## src/rtl/useq_pkg.sv

```systemverilog
package useq_pkg;

    localparam int ADDR_W    = 4;
    localparam int DEPTH     = 1 << ADDR_W;
    localparam int ALU_W     = 4;
    localparam int RSEL_W    = 3;
    localparam int DUR_W     = 2;
    localparam int MIN_TICKS = 5;
    localparam int MAX_TICKS = MIN_TICKS + (1 << DUR_W) - 1;
    localparam int TICK_W    = $clog2(MAX_TICKS);

    typedef enum logic [1:0] {
        SEQ_INC  = 2'd0,
        SEQ_JMP  = 2'd1,
        SEQ_JSET = 2'd2,
        SEQ_JCLR = 2'd3
    } seq_e;

    // Packed MSB first; the dur field sits at bit 0.
    typedef struct packed {
        logic              cacheable;
        logic              mem_req;
        logic [RSEL_W-1:0] rsel;
        logic [ALU_W-1:0]  alu_op;
        logic [ADDR_W-1:0] target;
        seq_e              seq;
        logic [DUR_W-1:0]  dur;
    } uword_t;

    localparam int WORD_W = $bits(uword_t);

    function automatic logic [TICK_W-1:0] last_tick(input logic [DUR_W-1:0] d);
        return TICK_W'(MIN_TICKS - 1) + TICK_W'(d);
    endfunction

    function automatic logic [ADDR_W-1:0] pick_next(
        input logic [ADDR_W-1:0] pc,
        input seq_e              kind,
        input logic [ADDR_W-1:0] tgt,
        input logic              flag
    );
        logic take;
        case (kind)
            SEQ_JMP:  take = 1'b1;
            SEQ_JSET: take = flag;
            SEQ_JCLR: take = ~flag;
            default:  take = 1'b0;
        endcase
        return take ? tgt : pc + ADDR_W'(1);
    endfunction

endpackage

```

## src/rtl/useq_store.sv

```systemverilog
module useq_store #(
    parameter int AW = 4,
    parameter int W  = 17
) (
    input  logic          clk,
    input  logic          we,
    input  logic [AW-1:0] waddr,
    input  logic [W-1:0]  wdata,
    input  logic [AW-1:0] raddr,
    output logic [W-1:0]  rdata
);
    localparam int DEPTH = 1 << AW;

    logic [W-1:0] mem [DEPTH];

    // Read sees the array before this edge's write: read-before-write.
    always_ff @(posedge clk) begin
        if (we) mem[waddr] <= wdata;
    end

    assign rdata = mem[raddr];

endmodule

```

## src/rtl/useq_next.sv

```systemverilog
module useq_next
    import useq_pkg::*;
(
    input  logic [ADDR_W-1:0] pc,
    input  seq_e              seq,
    input  logic [ADDR_W-1:0] target,
    input  logic              flag,
    output logic [ADDR_W-1:0] nxt
);
    always_comb nxt = pick_next(pc, seq, target, flag);
endmodule

```

## src/rtl/useq_timer.sv

```systemverilog
module useq_timer
    import useq_pkg::*;
(
    input  logic             clk,
    input  logic             rst,
    input  logic             run,
    input  logic [DUR_W-1:0] dur,
    output logic             last
);
    logic [TICK_W-1:0] tick;

    assign last = run && (tick == last_tick(dur));

    always_ff @(posedge clk) begin
        if (rst || !run || last) tick <= '0;
        else                     tick <= tick + TICK_W'(1);
    end

    AST_TICK_BOUND: assert property (@(posedge clk) disable iff (rst)
        run |-> (tick <= last_tick(dur)));
    AST_TICK_RESTART: assert property (@(posedge clk) disable iff (rst)
        last |=> (tick == '0));

endmodule

```

## src/rtl/useq_core.sv

```systemverilog
module useq_core
    import useq_pkg::*;
(
    input  logic              clk,
    input  logic              rst,
    input  logic              cond_flag,
    input  logic              ld_en,
    input  logic [ADDR_W-1:0] ld_addr,
    input  logic [WORD_W-1:0] ld_word,
    output logic [ALU_W-1:0]  alu_ctl,
    output logic [RSEL_W-1:0] rf_sel,
    output logic              mem_req,
    output logic              mem_cacheable,
    output logic [ADDR_W-1:0] upc,
    output logic              cyc_done
);
    logic              valid;
    logic              last;
    logic [ADDR_W-1:0] pc_q;
    logic [ADDR_W-1:0] nxt_pc;
    logic [ADDR_W-1:0] rd_addr;
    logic [WORD_W-1:0] rd_word;
    uword_t            cur_q;

    useq_store #(.AW(ADDR_W), .W(WORD_W)) u_store (
        .clk   (clk),
        .we    (ld_en),
        .waddr (ld_addr),
        .wdata (ld_word),
        .raddr (rd_addr),
        .rdata (rd_word)
    );

    useq_next u_next (
        .pc     (pc_q),
        .seq    (cur_q.seq),
        .target (cur_q.target),
        .flag   (cond_flag),
        .nxt    (nxt_pc)
    );

    useq_timer u_timer (
        .clk  (clk),
        .rst  (rst),
        .run  (valid),
        .dur  (cur_q.dur),
        .last (last)
    );

    // First fetch after reset reads address 0 (pc_q), later fetches the chosen successor.
    assign rd_addr = valid ? nxt_pc : pc_q;

    always_ff @(posedge clk) begin
        if (rst) begin
            valid <= 1'b0;
            pc_q  <= '0;
            cur_q <= '0;
        end else if (!valid || last) begin
            valid <= 1'b1;
            pc_q  <= rd_addr;
            cur_q <= uword_t'(rd_word);
        end
    end

    assign alu_ctl       = cur_q.alu_op;
    assign rf_sel        = cur_q.rsel;
    assign mem_req       = cur_q.mem_req;
    assign mem_cacheable = cur_q.cacheable;
    assign upc           = pc_q;
    assign cyc_done      = last;

    AST_HOLD_FIELDS: assert property (@(posedge clk) disable iff (rst)
        (valid && !last) |=> $stable(cur_q));
    AST_HOLD_PC: assert property (@(posedge clk) disable iff (rst)
        (valid && !last) |=> $stable(pc_q));
    AST_INC_STEP: assert property (@(posedge clk) disable iff (rst)
        (valid && last && cur_q.seq == SEQ_INC) |=> (pc_q == $past(pc_q) + ADDR_W'(1)));
    AST_JUMP_TARGET: assert property (@(posedge clk) disable iff (rst)
        (valid && last && cur_q.seq == SEQ_JMP) |=> (pc_q == $past(cur_q.target)));
    AST_BRANCH_SET: assert property (@(posedge clk) disable iff (rst)
        (valid && last && cur_q.seq == SEQ_JSET && cond_flag) |=> (pc_q == $past(cur_q.target)));
    AST_BRANCH_CLR: assert property (@(posedge clk) disable iff (rst)
        (valid && last && cur_q.seq == SEQ_JCLR && !cond_flag) |=> (pc_q == $past(cur_q.target)));
    AST_RESET_STATE: assert property (@(posedge clk)
        rst |=> (pc_q == '0 && cur_q == '0 && !cyc_done));

endmodule

```

## config.mk

```make
export PLATFORM = sky130hd
export DESIGN_NAME = useq_core
export DESIGN_NICKNAME = d
export VERILOG_FILES = /design/src/rtl/useq_pkg.sv /design/src/rtl/useq_store.sv /design/src/rtl/useq_next.sv /design/src/rtl/useq_timer.sv /design/src/rtl/useq_core.sv
export SDC_FILE = /design/constraint.sdc
export NUM_CORES = 1
export LEC_CHECK = 0
export ABC_AREA = 1
export BUFFER_PORTS_ARGS = -buffer_cell sky130_fd_sc_hd__buf_2
export CAP_MARGIN = 5
export CORE_MARGIN = 5
export CORE_UTILIZATION = 55
export CTS_BUF_LIST = sky130_fd_sc_hd__clkbuf_4 sky130_fd_sc_hd__clkbuf_8
export DETAILED_ROUTE_END_ITERATION = 8
export HOLD_SLACK_MARGIN = 0.15
export PLACE_DENSITY = 0.72
export SETUP_SLACK_MARGIN = 0.02
export SLEW_MARGIN = 20
export SYNTH_ARGS = -nofsm -noshare
export SYNTH_HDL_FRONTEND = slang
export SYNTH_HIERARCHICAL = 1
export SYNTH_SLANG_ARGS = --single-unit
```

## constraint.sdc

```tcl
create_clock -name clk -period 2.6 [get_ports clk]
set_clock_uncertainty 0.1 [all_clocks]
set_input_delay 0.26 -clock clk [delete_from_list [all_inputs] [get_ports clk]]
set_output_delay 0.26 -clock clk [all_outputs]
set_load 0.02 [all_outputs]
```

==> results of run 1 <==
Yosys cell counts (all sizes together):
cell      n
clkbuf   22
ha        2
xnor2     1
nand2   434
o21bai    1
dfxtp    25
xor2      1
nand3b    2
inv     243
edfxtp  272
nand4     1
nand3   213
nor2     64
buf      46
clkinv    2
worst paths after layout:
kind | startpoint | to | slack [ns] | cells past startpoint
max | upc[0]$_SDFFE_PP0P_ | alu_ctl[3]$_SDFFE_PP0P_ | 0.30 | 13
min | u_timer/tick[0]$_SDFF_PP0_ | u_timer/tick[0]$_SDFF_PP0_ | 0.38 | 1
max reg2reg | upc[0]$_SDFFE_PP0P_ | alu_ctl[3]$_SDFFE_PP0P_ | 0.30 | 13
min reg2reg | u_timer/tick[0]$_SDFF_PP0_ | u_timer/tick[0]$_SDFF_PP0_ | 0.38 | 1
cells by family after synthesis:
group,Yosys count
buffers and inverters,313
xor gates and xnor gates,2
and+or+nand+nor,714
AOI/OAI and AO/OA,1
adders and majority gates,2
DFF,297
layout make-up:
type,instances,area share
clock buffers,71,0.05850
clock inverters,17,0.01000
inverters,245,0.06228
multi-input cells,719,0.2084
flip-flops and latches,297,0.5823
well taps,319,0.02681
repair buffers,96,0.05169
per-stage QoR:
stage               area, sq um  power (mW)  instances
finish                    14890       11.13       1764
global route              14890       11.63       1764
CTS                       14870       11.19       1764
detailed placement        13670       7.012       1658
global placement          13670       6.981       1658
floorplan                 13030       6.524       1329
what timing repair did:
item                                    4_1_cts  5_1_grt
endpoints found under the setup margin        0        6
buffers inserted                              0        0
hold buffers                                 18        0
gates resized for setup                       0        4
hold endpoints to repair                    275        0
power breakdown:
| group | internal, mW | switching (mW) |
|---|---|---|
| sequential | 5.34 | 0.0620 |
| clock | 2.44 | 1.73 |
| combinational | 0.514 | 1.04 |
sequential cells by signal, summed over array words and instances, names as in the netlist:
register and cells:
u_store/mem 272, cur_q 8, alu_ctl 4, upc 4, rf_sel 3, u_timer/tick 3, mem_cacheable 1, mem_req 1
valid 1
metal layers:
| layer | wire length (microns) | share of wire |
|---|---|---|
| met3 | 2807 | 0.093 |
| met2 | 13920 | 0.46 |
| met5 | 0 | 0 |
| met1 | 12870 | 0.42 |
| met4 | 755 | 0.025 |
worst max-delay path, cell delays in order (launching register included):
cell and delay (ns):
dfxtp_1 0.45, ha_1 0.21, xor2_1 0.14, nand2_1 0.06, nand2_1 0.07, nand2_1 0.05
nand2_1 0.19, clkinv_1 0.13, buf_4 0.23, nand3_1 0.11, nand3_1 0.07, nand2_1 0.18
nor2_1 0.10, nor2_1 0.13
==> results.cfg, run 1 <==
[status]
status = finished, final reports clean

[final_layout]
multi_input_area_sq_um = 3103
n_antenna_cell = 0
drive_gt1_frac = 0.1343
final_util = 0.6361
seq_area_sq_um = 8668
syn_to_final_growth_pct = 14.25
n_fill_cell = 1944
layout_commonest_cell = nand2_1
final_cell_mix = 430 x nand2_1, 272 x edfxtp_1, 239 x inv_1
nets = 1434

[routing]
antenna_left = 0
post_drt_via_cell_ratio = 5.114
dr.pass1.iters = 5
drtIter0Drc = 880
wl_per_cell_microns = 17.20
drc = 0
vias = 9021
drt_wl_total_mm = 30.34

[timing]
fin_ws_ns = 0.2986
whs_ns = 0.3823
rsz0062_at_grt = no
hold_viol = 0
finalSetupViolations = 0
fin_tns_setup_ns = 0
period_needed_ns = 2.301
post-route-period-util = 0.8851
max_freq_mhz = 434.5
slew_violations = 0
max_slew_margin = 0.3297
tightest_slew_ns = 1.003

[grt]
grt_max_degree = 90
first_global_vias = 8677
grt_util_met1 = 0.3399
use_met2 = 0.3677
grt_overflow = 0
grt_busiest_layer = met2
grtUsageTotal = 0.2339
met3_usage = 0.03940
grt_pass1_wl_mm = 48.06
antenna_found_initial = 0

[yosys]
synth_simple_gate_area_frac = 0.2302
synth_top_family_by_area = simple AND/OR/NAND/NOR gates
netlist_area_sq_um = 13030
synth_seq_area_share = 0.6653
synthAdderAreaFrac = 0.001920
synth_mux_area_frac = 0
postSynthCellCount = 1329
synth_compound_area_frac = 0.0008642
synth_fp_nets = 1356
synth_top_area_frac = 0.6268
ys_warn_count = 6
syn_area_per_cell_sq_um = 9.804
synth.ff_latch_count = 297
yosysTopAreaCell = edfxtp_1
synth_cell_types = 25
synth_xor_area_frac = 0.001344
netlist_top_cells_area = edfxtp_1 63%, nand2_1 12%, nand3_1 8.1%

[cts]
cts_buffers = 48
clk_pin_slew_ns = 0.06
cts_tree = done
clock_path_buffers = 3
insertion_delay_ns = 0.55
htree_num_levels = 2
cts_root_buf = clkbuf_8
clock-sinks = 297

[pwr]
cellLeakagePower_nw = 6.571
peakVddDrop_mv = 0.3774
power_per_cell_area_nw_per_um2 = 747.7

[setup_path]
crit_path_start_kind = flip-flop
worstPathRequired_ns = 2.98
cp_data_arrival_time_ns = 2.68
end_kind = flip-flop
path_class = reg2reg
crit_path_max_fanout = 14

[floorplan]
die_w_microns = 163.9
ios = 39
core-area_sq_um = 23400
initial_core_util = 0.5568
die_y_microns = 163.9
dieArea_sq_um = 26870
core.rowCount = 56

[job]
cap_violations = 0

[placed_design]
gp_congestion = 0.8193
dp_hpwl_mm = 17.00
pre_cts_ws_ns = 0.1779
io_buffers = 38

[worst_hold_path]
hp-class = reg2reg
Power figures use the tool's default switching activity.
==> run 2, diff against run 1 <==
--- a/config.mk
+++ b/config.mk
@@ -8,7 +8,7 @@
 export ABC_AREA = 1
 export BUFFER_PORTS_ARGS = -buffer_cell sky130_fd_sc_hd__buf_2
 export CAP_MARGIN = 5
-export CORE_MARGIN = 5
+export CORE_MARGIN = 1
 export CORE_UTILIZATION = 55
 export CTS_BUF_LIST = sky130_fd_sc_hd__clkbuf_4 sky130_fd_sc_hd__clkbuf_8
 export DETAILED_ROUTE_END_ITERATION = 8
@@ -18,5 +18,4 @@
 export SLEW_MARGIN = 20
 export SYNTH_ARGS = -nofsm -noshare
 export SYNTH_HDL_FRONTEND = slang
-export SYNTH_HIERARCHICAL = 1
 export SYNTH_SLANG_ARGS = --single-unit
==> run 2 against run 1 <==
Effect of this change: critical path depth fell by 1; synthesized cell count fell by 0.38%; routed wire length up 8.9%; combinational power shrank 11%; via count is 4.9% higher; power shrank 3.7%; die area down 7.7%; worst setup slack worse by 0.077 ns; sequential share of layout area down 0.49 points; global-route usage is 4.5 points higher; fmax is 3.3% lower; highest routed layer unchanged; final area rose by 0.86%.
==> results.cfg, run 2 <==
[status]
status = finished, final reports clean

[final_layout]
syn_to_final_growth_pct = 12.94
largest_reg_flops = 272
seq_area_sq_um = 8668
drive_gt1_frac = 0.1298
max_flop_register = u_store.mem
reg_top3 = u_store.mem (272), cur_q (8)
multi_input_area_sq_um = 3025
layout_commonest_cell = nand3_1
n_fill_cell = 1883
nets = 1432
final_cell_mix = 338 x nand3_1, 312 x inv_1, 272 x edfxtp_1

[cts]
htree_num_levels = 2
cts_tree = done
insertion_delay_ns = 0.58
clk_pin_slew_ns = 0.06
cts_buffers = 48
clock_path_buffers = 3
cts_root_buf = clkbuf_8
clock-sinks = 297

[timing]
finalSetupViolations = 0
whs_ns = 0.1919
slew_violations = 0
tightest_slew_ns = 0.5060
rsz0062_at_grt = no
post-route-period-util = 0.9149
fin_ws_ns = 0.2213
period_needed_ns = 2.379
max_freq_mhz = 420.4
hold_viol = 0
fin_tns_setup_ns = 0
max_slew_margin = 0.6623

[yosys]
syn_area_per_cell_sq_um = 10.04
synth_seq_area_share = 0.6520
netlist_area_sq_um = 13290
netlist_top_cells_area = edfxtp_1 61%, nand3_1 13%, inv_1 8.8%
ys_warn_count = 0
postSynthCellCount = 1324
synth_edf_count = 272
synth_fp_nets = 1351
synthFlopType = edfxtp_1
synth_cell_types = 26
synth.ff_latch_count = 297
synth_top_area_frac = 0.6144
synth_async_sr_flop_share = 0
post-synth-top-count-cell = nand3_1
yosysTopAreaCell = edfxtp_1
ys_top_cells_by_count = 338 x nand3_1, 312 x inv_1, 272 x edfxtp_1

[placed_design]
io_buffers = 38
gp_congestion = 0.8357
pre_cts_ws_ns = 0.3407
dp_hpwl_mm = 18.85

[routing]
drt_wl_total_mm = 33.05
drtIter0Drc = 1098
vias = 9459
post_drt_via_cell_ratio = 5.371
dr.pass1.iters = 5
wl_per_cell_microns = 18.77
antenna_left = 0
drc = 0

[grt]
grt_pass1_wl_mm = 50.89
grt_overflow = 0
antenna_found_initial = 1
first_global_vias = 9135
grt_max_degree = 65
grtUsageTotal = 0.2790

[floorplan]
die_w_microns = 157.5
initial_core_util = 0.5630
ios = 39
core.rowCount = 56
core-area_sq_um = 23610
die_y_microns = 157.5
dieArea_sq_um = 24800

[pwr]
peakVddDrop_mv = 0.4990
power_per_cell_area_nw_per_um2 = 714.0
cellLeakagePower_nw = 6.712

[setup_path]
worstPathRequired_ns = 2.97
end_kind = flip-flop
crit_path_start_kind = flip-flop
crit_path_max_fanout = 39
regToRegSetupSlack_ns = 0.22
reg2reg_from = cur_q[2]$_SDFFE_PP0P_
rr_worst_depth = 12
worstSetupStartpoint = cur_q[2]$_SDFFE_PP0P_
path_class = reg2reg
cp_data_arrival_time_ns = 2.75

[worst_hold_path]
hold_depth = 3
hp-start = ld_addr[0]
hp-class = in2reg

[job]
cap_violations = 0
-- run 2: final timing paths --
path	end
setup / recovery	cur_q[3]$_SDFFE_PP0P_
hold / removal	u_store.mem[13][0]$_DFFE_PP_
setup reg to reg	cur_q[3]$_SDFFE_PP0P_
hold reg to reg	u_timer.tick[0]$_SDFF_PP0_
-- run 2: layout make-up --
type,instances,area share
inverters,316,0.07900
diodes,1,0.0001667
clock inverters,22,0.008417
flip-flops and latches,297,0.5773
clock buffers,64,0.05367
well taps,319,0.02658
repair buffers,101,0.05333
multi-input cells,641,0.2015
-- run 2: power breakdown --
part	internal, mW	switching, mW
logic	0.435	0.951
clock network	2.12	1.82
registers	5.34	0.0588
-- run 2: layer usage --
| layer | GRT usage | up-vias | wire (microns) |
|---|---|---|---|
| met4 | 0.1017 | 0 | 981 |
| met3 | 0.05341 | 89 | 3381 |
| li1 | - | 4449 | - |
| met1 | 0.3861 | 4374 | 13470 |
| met5 | 0 | - | 0 |
| met2 | 0.4402 | 547 | 15210 |
-- run 2: repair_timing --
action | CTS | global route
gates resized for setup | 0 | 0
hold buffers | 20 | 0
buffers inserted | 0 | 0
endpoints found under the hold margin | 281 | 0
-- run 2: cells by family (layout without fill, tap and decap cells) --
family / count (synthesis) / count (layout) / share of synthesized area
AOI/OAI and AO/OA: 25 / 25 / 0.01007
xor gates and xnor gates: 3 / 3 / 0.001977
adders and majority gates: 2 / 2 / 0.001882
buffers and inverters: 386 / 503 / 0.1245
DFF: 297 / 297 / 0.6520
other: 0 / 1 / 0
and+or+nand+nor: 611 / 611 / 0.2095
-- run 2: worst max-delay path, cell delays in order (launching register included) --
cell,delay (ns)
dfxtp_1,0.41
nand3_2,0.15
nand2_2,0.16
nand2_1,0.08
nand3_2,0.10
buf_4,0.44
nand3_1,0.16
nand3_1,0.15
nand3_1,0.12
nand3_1,0.10
nand3_1,0.15
nand2_1,0.10
inv_1,0.04
-- run 2: through the flow --
stage | power, mW | instances | instance area, sq um | utilization
floorplan | 6.426 | 1324 | 13290 | -
global placement | 6.815 | 1654 | 13880 | 0.5878
detailed placement | 6.838 | 1654 | 13880 | 0.5878
CTS | 10.75 | 1760 | 15010 | 0.6358
global route | 11.09 | 1761 | 15010 | 0.6359
finish | 10.72 | 1761 | 15010 | 0.6359
